$ cat config.mk
export PLATFORM = sky130hd
export DESIGN_NAME = uart_rx_wake
export DESIGN_NICKNAME = d
export VERILOG_FILES = /design/src/rtl/uart_rx_pkg.sv /design/src/rtl/rx_bit_sampler.sv /design/src/rtl/rx_frame_shifter.sv /design/src/rtl/rx_idle_detect.sv /design/src/rtl/rx_hold_flags.sv /design/src/rtl/uart_rx_wake.sv
export SDC_FILE = /design/constraint.sdc
export NUM_CORES = 1
export LEC_CHECK = 0
export CAP_MARGIN = 0
export CORE_ASPECT_RATIO = 1.25
export CORE_MARGIN = 5
export CORE_UTILIZATION = 52
export CTS_CLUSTER_DIAMETER = 40
export CTS_CLUSTER_SIZE = 40
export DETAILED_ROUTE_END_ITERATION = 10
export PLACE_DENSITY = 0.8
export SLEW_MARGIN = 0
export SYNTH_ARGS = -nofsm -noshare
export SYNTH_HDL_FRONTEND = slang
export SYNTH_SLANG_ARGS = --single-unit
$ cat constraint.sdc
create_clock -name clk -period 1.7 [get_ports clk]
set_input_delay 0.255 -clock clk [delete_from_list [all_inputs] [get_ports clk]]
set_output_delay 0.255 -clock clk [all_outputs]
set_load 0.005 [all_outputs]
$ cat src/rtl/uart_rx_pkg.sv
package uart_rx_pkg;

    localparam int OSR    = 16;
    localparam int DATA_W = 8;
    localparam int CNT_W  = $clog2(OSR);
    localparam int MID    = OSR / 2;
    localparam int IDX_W  = $clog2(DATA_W + 1);
    localparam int IDLE_W = $clog2(OSR * (DATA_W + 3) + 1);

    typedef enum logic [1:0] {
        S_IDLE,
        S_START,
        S_DATA,
        S_STOP
    } samp_state_e;

    typedef struct packed {
        logic valid;
        logic value;
        logic is_stop;
        logic nine;
    } bit_evt_t;

    typedef struct packed {
        logic              valid;
        logic [DATA_W-1:0] data;
        logic              bit8;
        logic              addr_mark;
        logic              stop_bad;
    } frame_t;

    function automatic logic vote3(input logic a, input logic b, input logic c);
        return (a & b) | (a & c) | (b & c);
    endfunction

    function automatic logic [IDX_W-1:0] last_idx(input logic nine);
        return nine ? IDX_W'(DATA_W) : IDX_W'(DATA_W - 1);
    endfunction

    function automatic logic [IDLE_W-1:0] idle_ticks(input logic nine);
        return nine ? IDLE_W'(OSR * (DATA_W + 3)) : IDLE_W'(OSR * (DATA_W + 2));
    endfunction

endpackage

$ cat src/rtl/rx_bit_sampler.sv
module rx_bit_sampler
    import uart_rx_pkg::*;
(
    input  logic     clk,
    input  logic     rst,
    input  logic     tick,
    input  logic     rx_s,
    input  logic     nine_bit,
    output bit_evt_t evt
);

    samp_state_e      state;
    logic [CNT_W-1:0] cnt;
    logic [IDX_W-1:0] idx;
    logic             s_a;
    logic             s_b;
    logic             nine_q;
    logic             mid_vote;

    assign mid_vote = vote3(s_a, s_b, rx_s);

    always_ff @(posedge clk) begin
        if (rst) begin
            state       <= S_IDLE;
            cnt         <= '0;
            idx         <= '0;
            s_a         <= 1'b1;
            s_b         <= 1'b1;
            nine_q      <= 1'b0;
            evt.valid   <= 1'b0;
            evt.value   <= 1'b0;
            evt.is_stop <= 1'b0;
            evt.nine    <= 1'b0;
        end else begin
            evt.valid <= 1'b0;
            if (tick) begin
                if (state == S_IDLE) begin
                    if (!rx_s) begin
                        state  <= S_START;
                        cnt    <= CNT_W'(1);
                        nine_q <= nine_bit;
                    end
                end else begin
                    cnt <= (cnt == CNT_W'(OSR - 1)) ? '0 : cnt + CNT_W'(1);
                    if (cnt == CNT_W'(MID - 1)) s_a <= rx_s;
                    if (cnt == CNT_W'(MID))     s_b <= rx_s;
                    if (cnt == CNT_W'(MID + 1)) begin
                        case (state)
                            S_START: if (mid_vote) state <= S_IDLE;
                            S_DATA: begin
                                evt.valid   <= 1'b1;
                                evt.value   <= mid_vote;
                                evt.is_stop <= 1'b0;
                                evt.nine    <= nine_q;
                            end
                            S_STOP: begin
                                evt.valid   <= 1'b1;
                                evt.value   <= mid_vote;
                                evt.is_stop <= 1'b1;
                                evt.nine    <= nine_q;
                                state       <= S_IDLE;
                            end
                            default: state <= S_IDLE;
                        endcase
                    end
                    if (cnt == CNT_W'(OSR - 1)) begin
                        if (state == S_START) begin
                            state <= S_DATA;
                            idx   <= '0;
                        end else if (state == S_DATA) begin
                            if (idx == last_idx(nine_q)) state <= S_STOP;
                            else                         idx   <= idx + IDX_W'(1);
                        end
                    end
                end
            end
        end
    end

endmodule

$ cat src/rtl/rx_frame_shifter.sv
module rx_frame_shifter
    import uart_rx_pkg::*;
(
    input  logic     clk,
    input  logic     rst,
    input  bit_evt_t evt,
    output frame_t   frm
);

    logic [DATA_W:0] sh;

    always_ff @(posedge clk) begin
        if (rst) begin
            sh            <= '0;
            frm.valid     <= 1'b0;
            frm.data      <= '0;
            frm.bit8      <= 1'b0;
            frm.addr_mark <= 1'b0;
            frm.stop_bad  <= 1'b0;
        end else begin
            frm.valid <= 1'b0;
            if (evt.valid && !evt.is_stop) begin
                sh <= {evt.value, sh[DATA_W:1]};
            end else if (evt.valid) begin
                frm.valid     <= 1'b1;
                frm.stop_bad  <= ~evt.value;
                frm.addr_mark <= sh[DATA_W];
                if (evt.nine) begin
                    frm.data <= sh[DATA_W-1:0];
                    frm.bit8 <= sh[DATA_W];
                end else begin
                    frm.data <= sh[DATA_W:1];
                    frm.bit8 <= 1'b0;
                end
            end
        end
    end

endmodule

$ cat src/rtl/rx_idle_detect.sv
module rx_idle_detect
    import uart_rx_pkg::*;
(
    input  logic clk,
    input  logic rst,
    input  logic tick,
    input  logic rx_s,
    input  logic nine_bit,
    input  logic clear,
    output logic idle_hit
);

    logic [IDLE_W-1:0] run;
    logic [IDLE_W-1:0] limit;

    assign limit = idle_ticks(nine_bit);

    always_ff @(posedge clk) begin
        if (rst || clear || !rx_s) begin
            run      <= '0;
            idle_hit <= 1'b0;
        end else begin
            idle_hit <= tick && (run == limit - IDLE_W'(1));
            if (tick && run < limit) run <= run + IDLE_W'(1);
        end
    end

endmodule

$ cat src/rtl/rx_hold_flags.sv
module rx_hold_flags
    import uart_rx_pkg::*;
(
    input  logic              clk,
    input  logic              rst,
    input  frame_t            frm,
    input  logic              idle_hit,
    input  logic              wake_addr,
    input  logic              standby_req,
    input  logic              rd_strobe,
    input  logic              irq_en,
    output logic [DATA_W-1:0] rx_data,
    output logic              rx_bit8,
    output logic              data_ready,
    output logic              overrun,
    output logic              frame_err,
    output logic              standby,
    output logic              irq
);

    logic addr_wake;
    logic idle_wake;
    logic deliver;
    logic rd_hit;

    assign addr_wake = standby & wake_addr & frm.valid & frm.addr_mark;
    assign idle_wake = standby & ~wake_addr & idle_hit;
    assign deliver   = frm.valid & (~standby | addr_wake);
    assign rd_hit    = rd_strobe & data_ready;

    always_ff @(posedge clk) begin
        if (rst) begin
            rx_data    <= '0;
            rx_bit8    <= 1'b0;
            data_ready <= 1'b0;
            overrun    <= 1'b0;
            frame_err  <= 1'b0;
            standby    <= 1'b0;
            irq        <= 1'b0;
        end else begin
            if (rd_hit) begin
                data_ready <= 1'b0;
                overrun    <= 1'b0;
                frame_err  <= 1'b0;
            end
            if (deliver) begin
                if (data_ready && !rd_strobe) begin
                    overrun <= 1'b1;
                end else begin
                    rx_data    <= frm.data;
                    rx_bit8    <= frm.bit8;
                    data_ready <= 1'b1;
                    frame_err  <= frm.stop_bad;
                end
            end
            if (standby_req)                 standby <= 1'b1;
            else if (addr_wake || idle_wake) standby <= 1'b0;
            irq <= irq_en & data_ready & ~standby;
        end
    end

endmodule

$ cat src/rtl/uart_rx_wake.sv
module uart_rx_wake
    import uart_rx_pkg::*;
(
    input  logic       clk,
    input  logic       rst,
    input  logic       tick16,
    input  logic       rxd,
    input  logic       nine_bit,
    input  logic       wake_addr,
    input  logic       standby_req,
    input  logic       irq_en,
    input  logic       rd_strobe,
    output logic [7:0] rx_data,
    output logic       rx_bit8,
    output logic       data_ready,
    output logic       overrun,
    output logic       frame_err,
    output logic       standby,
    output logic       irq
);

    logic [1:0] sync_q;
    logic       rx_s;
    bit_evt_t   evt;
    frame_t     frm;
    logic       idle_hit;

    always_ff @(posedge clk) begin
        if (rst) sync_q <= 2'b11;
        else     sync_q <= {sync_q[0], rxd};
    end
    assign rx_s = sync_q[1];

    rx_bit_sampler u_sampler (
        .clk      (clk),
        .rst      (rst),
        .tick     (tick16),
        .rx_s     (rx_s),
        .nine_bit (nine_bit),
        .evt      (evt)
    );

    rx_frame_shifter u_shifter (
        .clk (clk),
        .rst (rst),
        .evt (evt),
        .frm (frm)
    );

    rx_idle_detect u_idle (
        .clk      (clk),
        .rst      (rst),
        .tick     (tick16),
        .rx_s     (rx_s),
        .nine_bit (nine_bit),
        .clear    (standby_req),
        .idle_hit (idle_hit)
    );

    rx_hold_flags u_hold (
        .clk         (clk),
        .rst         (rst),
        .frm         (frm),
        .idle_hit    (idle_hit),
        .wake_addr   (wake_addr),
        .standby_req (standby_req),
        .rd_strobe   (rd_strobe),
        .irq_en      (irq_en),
        .rx_data     (rx_data),
        .rx_bit8     (rx_bit8),
        .data_ready  (data_ready),
        .overrun     (overrun),
        .frame_err   (frame_err),
        .standby     (standby),
        .irq         (irq)
    );

endmodule

### Yosys cells after proc, flatten, opt, wreduce, memory -nomap -nowiden

Index checks and enable logic that the tools add are counted.

| word-level totals | value |
|---|---|
| word-level logic and storage cells | 121 |
| input port bits | 9 |
| bits in registers | 63 |

| operators by class | value |
|---|---|
| multiplexer cells | 31 |
| order comparisons | 1 |
| bitwise logic cells | 24 |
| add/subtract/negate cells | 4 |
| reduce and logical (&&, ||, !) cells | 24 |
| eq/ne operators | 11 |

Operators with widths:

| cell | count |
|---|---|
| $mux 4 | 7 |
| $mux 2 | 8 |
| $and 1x1->1 | 12 |
| $eq 4x4->1 const B | 3 |
| $mux 12 | 1 |
| $mux 1 | 11 |
| $mux 9 | 1 |
| $not 1->1 | 9 |
| $reduce_and 3->1 | 3 |
| $add 4x1->4 const B | 2 |
| $add 8x1->8 const B | 1 |
| $eq 8x8->1 | 1 |
| $lt 8x8->1 | 1 |
| $pmux 4 s2 | 1 |
| $sub 8x1->8 const B | 1 |
| $reduce_and 2->1 | 3 |
| $reduce_bool 2->1 | 3 |
| $mux 5 | 1 |
| $reduce_and 5->1 | 1 |
| $eq 2x2->1 const B | 2 |
| $eq 4x3->1 const B | 1 |
| $eq 4x4->1 | 1 |
| $logic_and 1x1->1 | 4 |
| $pmux 2 s2 | 1 |
| 10 further kinds | 16 |

### Longest topological paths before layout

| depth | value |
|---|---|
| depth in word-level cells | 11 |
| gate-level depth with buffers | 7 |
| gate-level depth less buffers | 6 |

### By module

A second synthesis with hierarchy kept.

| unflattened totals | value |
|---|---|
| cell total of the unflattened synthesis | 329 |
| area total of the unflattened synthesis | 2980.4 um2 |

By module, submodules not included:

| module | seq. area each (um2) | instances | cells an instance | area each (um2) |
|---|---|---|---|---|
| rx_bit_sampler | 340.3 | 1 | 113 | 964.7 |
| rx_frame_shifter | 420.4 | 1 | 93 | 832.0 |
| rx_hold_flags | 280.3 | 1 | 64 | 645.6 |
| rx_idle_detect | 180.2 | 1 | 55 | 485.5 |
| uart_rx_wake | 40.0 | 1 | 4 | 52.6 |

### Worst setup path before layout

Ideal clock, no wire load.

| timing path | value |
|---|---|
| path kind | reg2reg |
| from | register u_sampler.state[0] |
| to | register u_sampler.idx[3] |
| buffers on the path | 1 |
| slack | -0.070 ns |
| data required time | 1.630 ns |
| arrival time | 1.700 ns |
| cell stages (with the launch flop) | 8 |
| period minus slack after synthesis | 1.770 ns |
| cells stage by stage | dfxtp_1 -> inv_1 -> ha_1 -> clkbuf_1 -> nor2b_4 -> nand3_2 -> or4b_1 -> a21oi_1 |

| between the ends | value |
|---|---|
| cells in the longest elaborated chain, start to end | 3 |
| elaborated cells on any way between the ends | 8 |

Ends and longest elaborated chain:

| item | RTL line | source |
|---|---|---|
| from (decl) | rx_bit_sampler.sv:12 | `samp_state_e state;` |
| from (signal assigned) | rx_bit_sampler.sv:24 | `state <= S_IDLE;` |
| from (signal assigned) | rx_bit_sampler.sv:39 | `state <= S_START;` |
| from (signal assigned) | rx_bit_sampler.sv:49 | `S_START: if (mid_vote) state <= S_IDLE;` |
| $eq 2x1->1 (tied with other cells) | rx_bit_sampler.sv:67 | `if (state == S_START) begin` |
| $ne 2x1->1 (no line) (tied with other cells) | -- |  |
| $reduce_and 5->1 (no line) | -- |  |
| to (signal assigned) | rx_bit_sampler.sv:72 | `else idx <= idx + IDX_W'(1);` |
| to (decl) | rx_bit_sampler.sv:14 | `logic [IDX_W-1:0] idx;` |

Parallel ways exist; a longest one is shown, timed or not.
A chain may end at the register's enable or synchronous reset.

### Worst setup path in the final report

| timing path | value |
|---|---|
| from | register u_sampler.state[0] |
| to | register u_sampler.idx[2] |

Same word-level chain as after synthesis.

==> results.toml <==
[sta]
layout_min_cycle_time_ns = 1.574
slew_headroom = 0.6231
hold_violations = 0
rsz0062_at_grt = "no"
whs_ns = 0.3800
finClkSkew_ns = 0.006003
tightest_slew_ns = 0.5641
timing.fmax_mhz = 635.3
setup_ws_ns = 0.1260
maxSlewViolCount = 0
final.setup.tns_ns = 0
finalSetupViolCount = 0
min_period_over_period = 0.9259

[yosys]
synth_area_per_cell_um2 = 8.712
synth_cells = 325
ys_seq_elements = 63
async_flop_share = 0
ys.flop_type = "dfxtp_1"
synth_edf_count = 0
synthDistinctLibCells = 47
synth_area_um2 = 2831
ys_warn_count = 0
yosysSeqAreaShare = 0.4454
syn-num-nets = 345

[worst_setup_path]
arrival_ns = 1.84
ff2ff_setup_slack_ns = 0.13
end_kind = "flip-flop"
timing.rr.start = "u_sampler.state[0]$_SDFFE_PP0P_"
required_ns = 1.97
critPathLaunchType = "flip-flop"
r2r_end = "u_sampler.idx[2]$_SDFFE_PP0P_"
path_class = "flip-flop to flip-flop"
worstRegToRegCells = 5
cp_max_fo = 4

[finish]
finalNetCount = 384
synthToLayoutAreaGrowth_pct = 21.83
regArea_um2 = 1265
post-route-util = 0.6427
multi_input_comb_area_um2 = 1470
fillerInstances = 456
diodes = 0
drive_gt1_frac = 0.1436

[global_routing]
grt_busiest_layer = "met2"
antenna_found_initial = 0
grtUsageMet3 = 0.04475
grt_use_total = 0.1801
grt_max_degree = 52
grt_pass1_wl_um = 10360
grt_overflow = 0
grt_pass1_vias = 2329
grt_util_met1 = 0.2051
use_met2 = 0.3064

[placement]
post-place-ws_ns = -0.2579
place.port_buffers = 22
dp.final_hpwl_um = 4080
gp_congestion = 0.8311

[route]
antenna_left = 0
drc_errors = 0
drt_iter0_drc = 161
drt-wirelength-per-cell_um = 13.12
via_per_inst = 5.552
postRouteWirelength_um = 5679
num_vias = 2404
drt_pre_antenna_iters = 5

[die]
fp.dieH_um = 92.50
io_pins = 23
dieArea_um2 = 7030
row_count = 30
die_width_um = 76
start_util = 0.5275
core_um2 = 5368

[power]
irDropWorstVdd_mv = 0.6888
p_leak_uw = 0.001239
p_total_uw = 2823
power_density_nw_per_um2 = 818.4

[clocking]
path_clk_slew_ns = 0.07
cts_sinks = 63
tritoncts.num_buffers = 9
insertion_delay_ns = 0.34
cts_tree = "done"
post-cts-setup-buffers = 0
cts_root_buf = "clkbuf_8"
htree_levels = 3
cts.path.max_buffers = 2

[min_path]
worstHoldStart = "rst"
hold_class = "input port to flip-flop"
min_to = "u_hold.data_ready$_SDFF_PP0_"
hold-path-cell-count = 3

[run_status]
outcome = "completed"

[flow_run]
maxCapViolCount = 0
-- cells in the mapped netlist, drive strengths merged (4+ instances only) --
master  count  area share
a31oi       4      0.0088
or4         5       0.013
nand2b      7       0.015
nor2       32       0.042
buf         4      0.0088
nand2      41       0.054
nand3      15       0.028
mux2i      23       0.081
nor2b       5       0.014
dfxtp      63        0.45
a211oi     11       0.029
inv        12       0.016
clkbuf     12       0.016
a21oi      26       0.046
ha         11       0.049
o21ai       8       0.014
or3         5       0.011
-- metal layers --
layer	wire (µm)	vias to the layer above
met5	0	-
met4	140	0
met3	189	11
met2	2882	36
met1	2467	1127
li1	-	1230
-- sequential cells by signal (all words and copies together), names as in the netlist, 2 cells and up --
signal,count
u_sampler.cnt,4
u_shifter.sh,9
u_sampler.state,2
sync_q,2
u_shifter.frm,12
u_sampler.idx,4
u_idle.run,8
u_hold.rx_data,8
u_sampler.evt,4
-- layout by cell type, fill, tap and decap left out, types with 2 or more instances in the layout --
master,instances
mux2i_1,23
o31ai_1,3
nand4_1,3
nor2_1,32
o211ai_1,2
o21ai_0,7
a31oi_1,4
o22ai_1,2
inv_1,12
dfxtp_1,60
nor4_1,2
nand3_1,14
a211oi_1,11
or3_1,5
and2_1,2
o32ai_1,2
buf_4,20
or2_2,3
buf_12,2
nand2b_1,6
clkbuf_8,11
nand4b_1,2
a21oi_1,26
nand3b_1,3
or4_1,4
ha_1,10
clkdlybuf4s50_1,21
clkinv_2,2
nand2_1,41
clkinvlp_4,3
nor3_1,2
nor2b_1,4
dfxtp_2,3
-- logic make-up after synthesis --
family	synth area share
compound gates	0.1427
xor+xnor	0.003094
fa+ha+maj	0.05214
buf+inv	0.04065
flops	0.4454
mux	0.08131
simple gates	0.2346
-- cell type report --
class,count,share of cell area
Clock buffer,11,0.04389
Timing Repair Buffer,44,0.1175
Sequential cell,63,0.3667
Inverter,12,0.01306
Multi-Input combinational cell,234,0.4262
Tap cell,64,0.02321
Clock inverter,5,0.009431
-- where the power goes --
group          internal (µW)  switching (µW)
Sequential              1490            6.90
Combinational           69.7            78.6
Clock                    602             581
-- metrics by stage --
step           std cells  cell area [µm²]
2_1_floorplan        325             2838
3_3_place_gp         417             3249
3_5_place_dp         417             3249
4_1_cts              433             3433
5_1_grt              433             3450
6_report             433             3450
-- critical path, cell delays in order (launching register included) --
cell and delay [ns]:
dfxtp_2 0.32, buf_4 0.14, ha_1 0.20, or3_1 0.34, or4_1 0.40, o211ai_1 0.10
-- timing repair --
| action | 4_1_cts | 5_1_grt |
|---|---|---|
| endpoints found under the setup margin | 0 | 5 |
| endpoints found under the hold margin | 0 | 0 |
| resized for setup | 0 | 6 |
| hold buffers | 0 | 0 |
-- worst max-delay path by stage --
stage	to	start	depth (start not counted)	slack, ns
after CTS	u_sampler.idx[3]$_SDFFE_PP0P_	u_sampler.cnt[1]$_SDFFE_PP0P_	5	0.07
after global placement	u_idle.run[5]$_SDFFE_PP0P_	nine_bit	6	-0.20
after floorplan	u_sampler.idx[3]$_SDFFE_PP0P_	u_sampler.state[0]$_SDFFE_PP0P_	7	0.01
after detailed placement	u_idle.run[5]$_SDFFE_PP0P_	nine_bit	6	-0.26
final	u_sampler.idx[2]$_SDFFE_PP0P_	u_sampler.state[0]$_SDFFE_PP0P_	5	0.13
after global routing	u_sampler.idx[3]$_SDFFE_PP0P_	u_sampler.cnt[1]$_SDFFE_PP0P_	5	0.009
(Power assumes the default switching activity.)
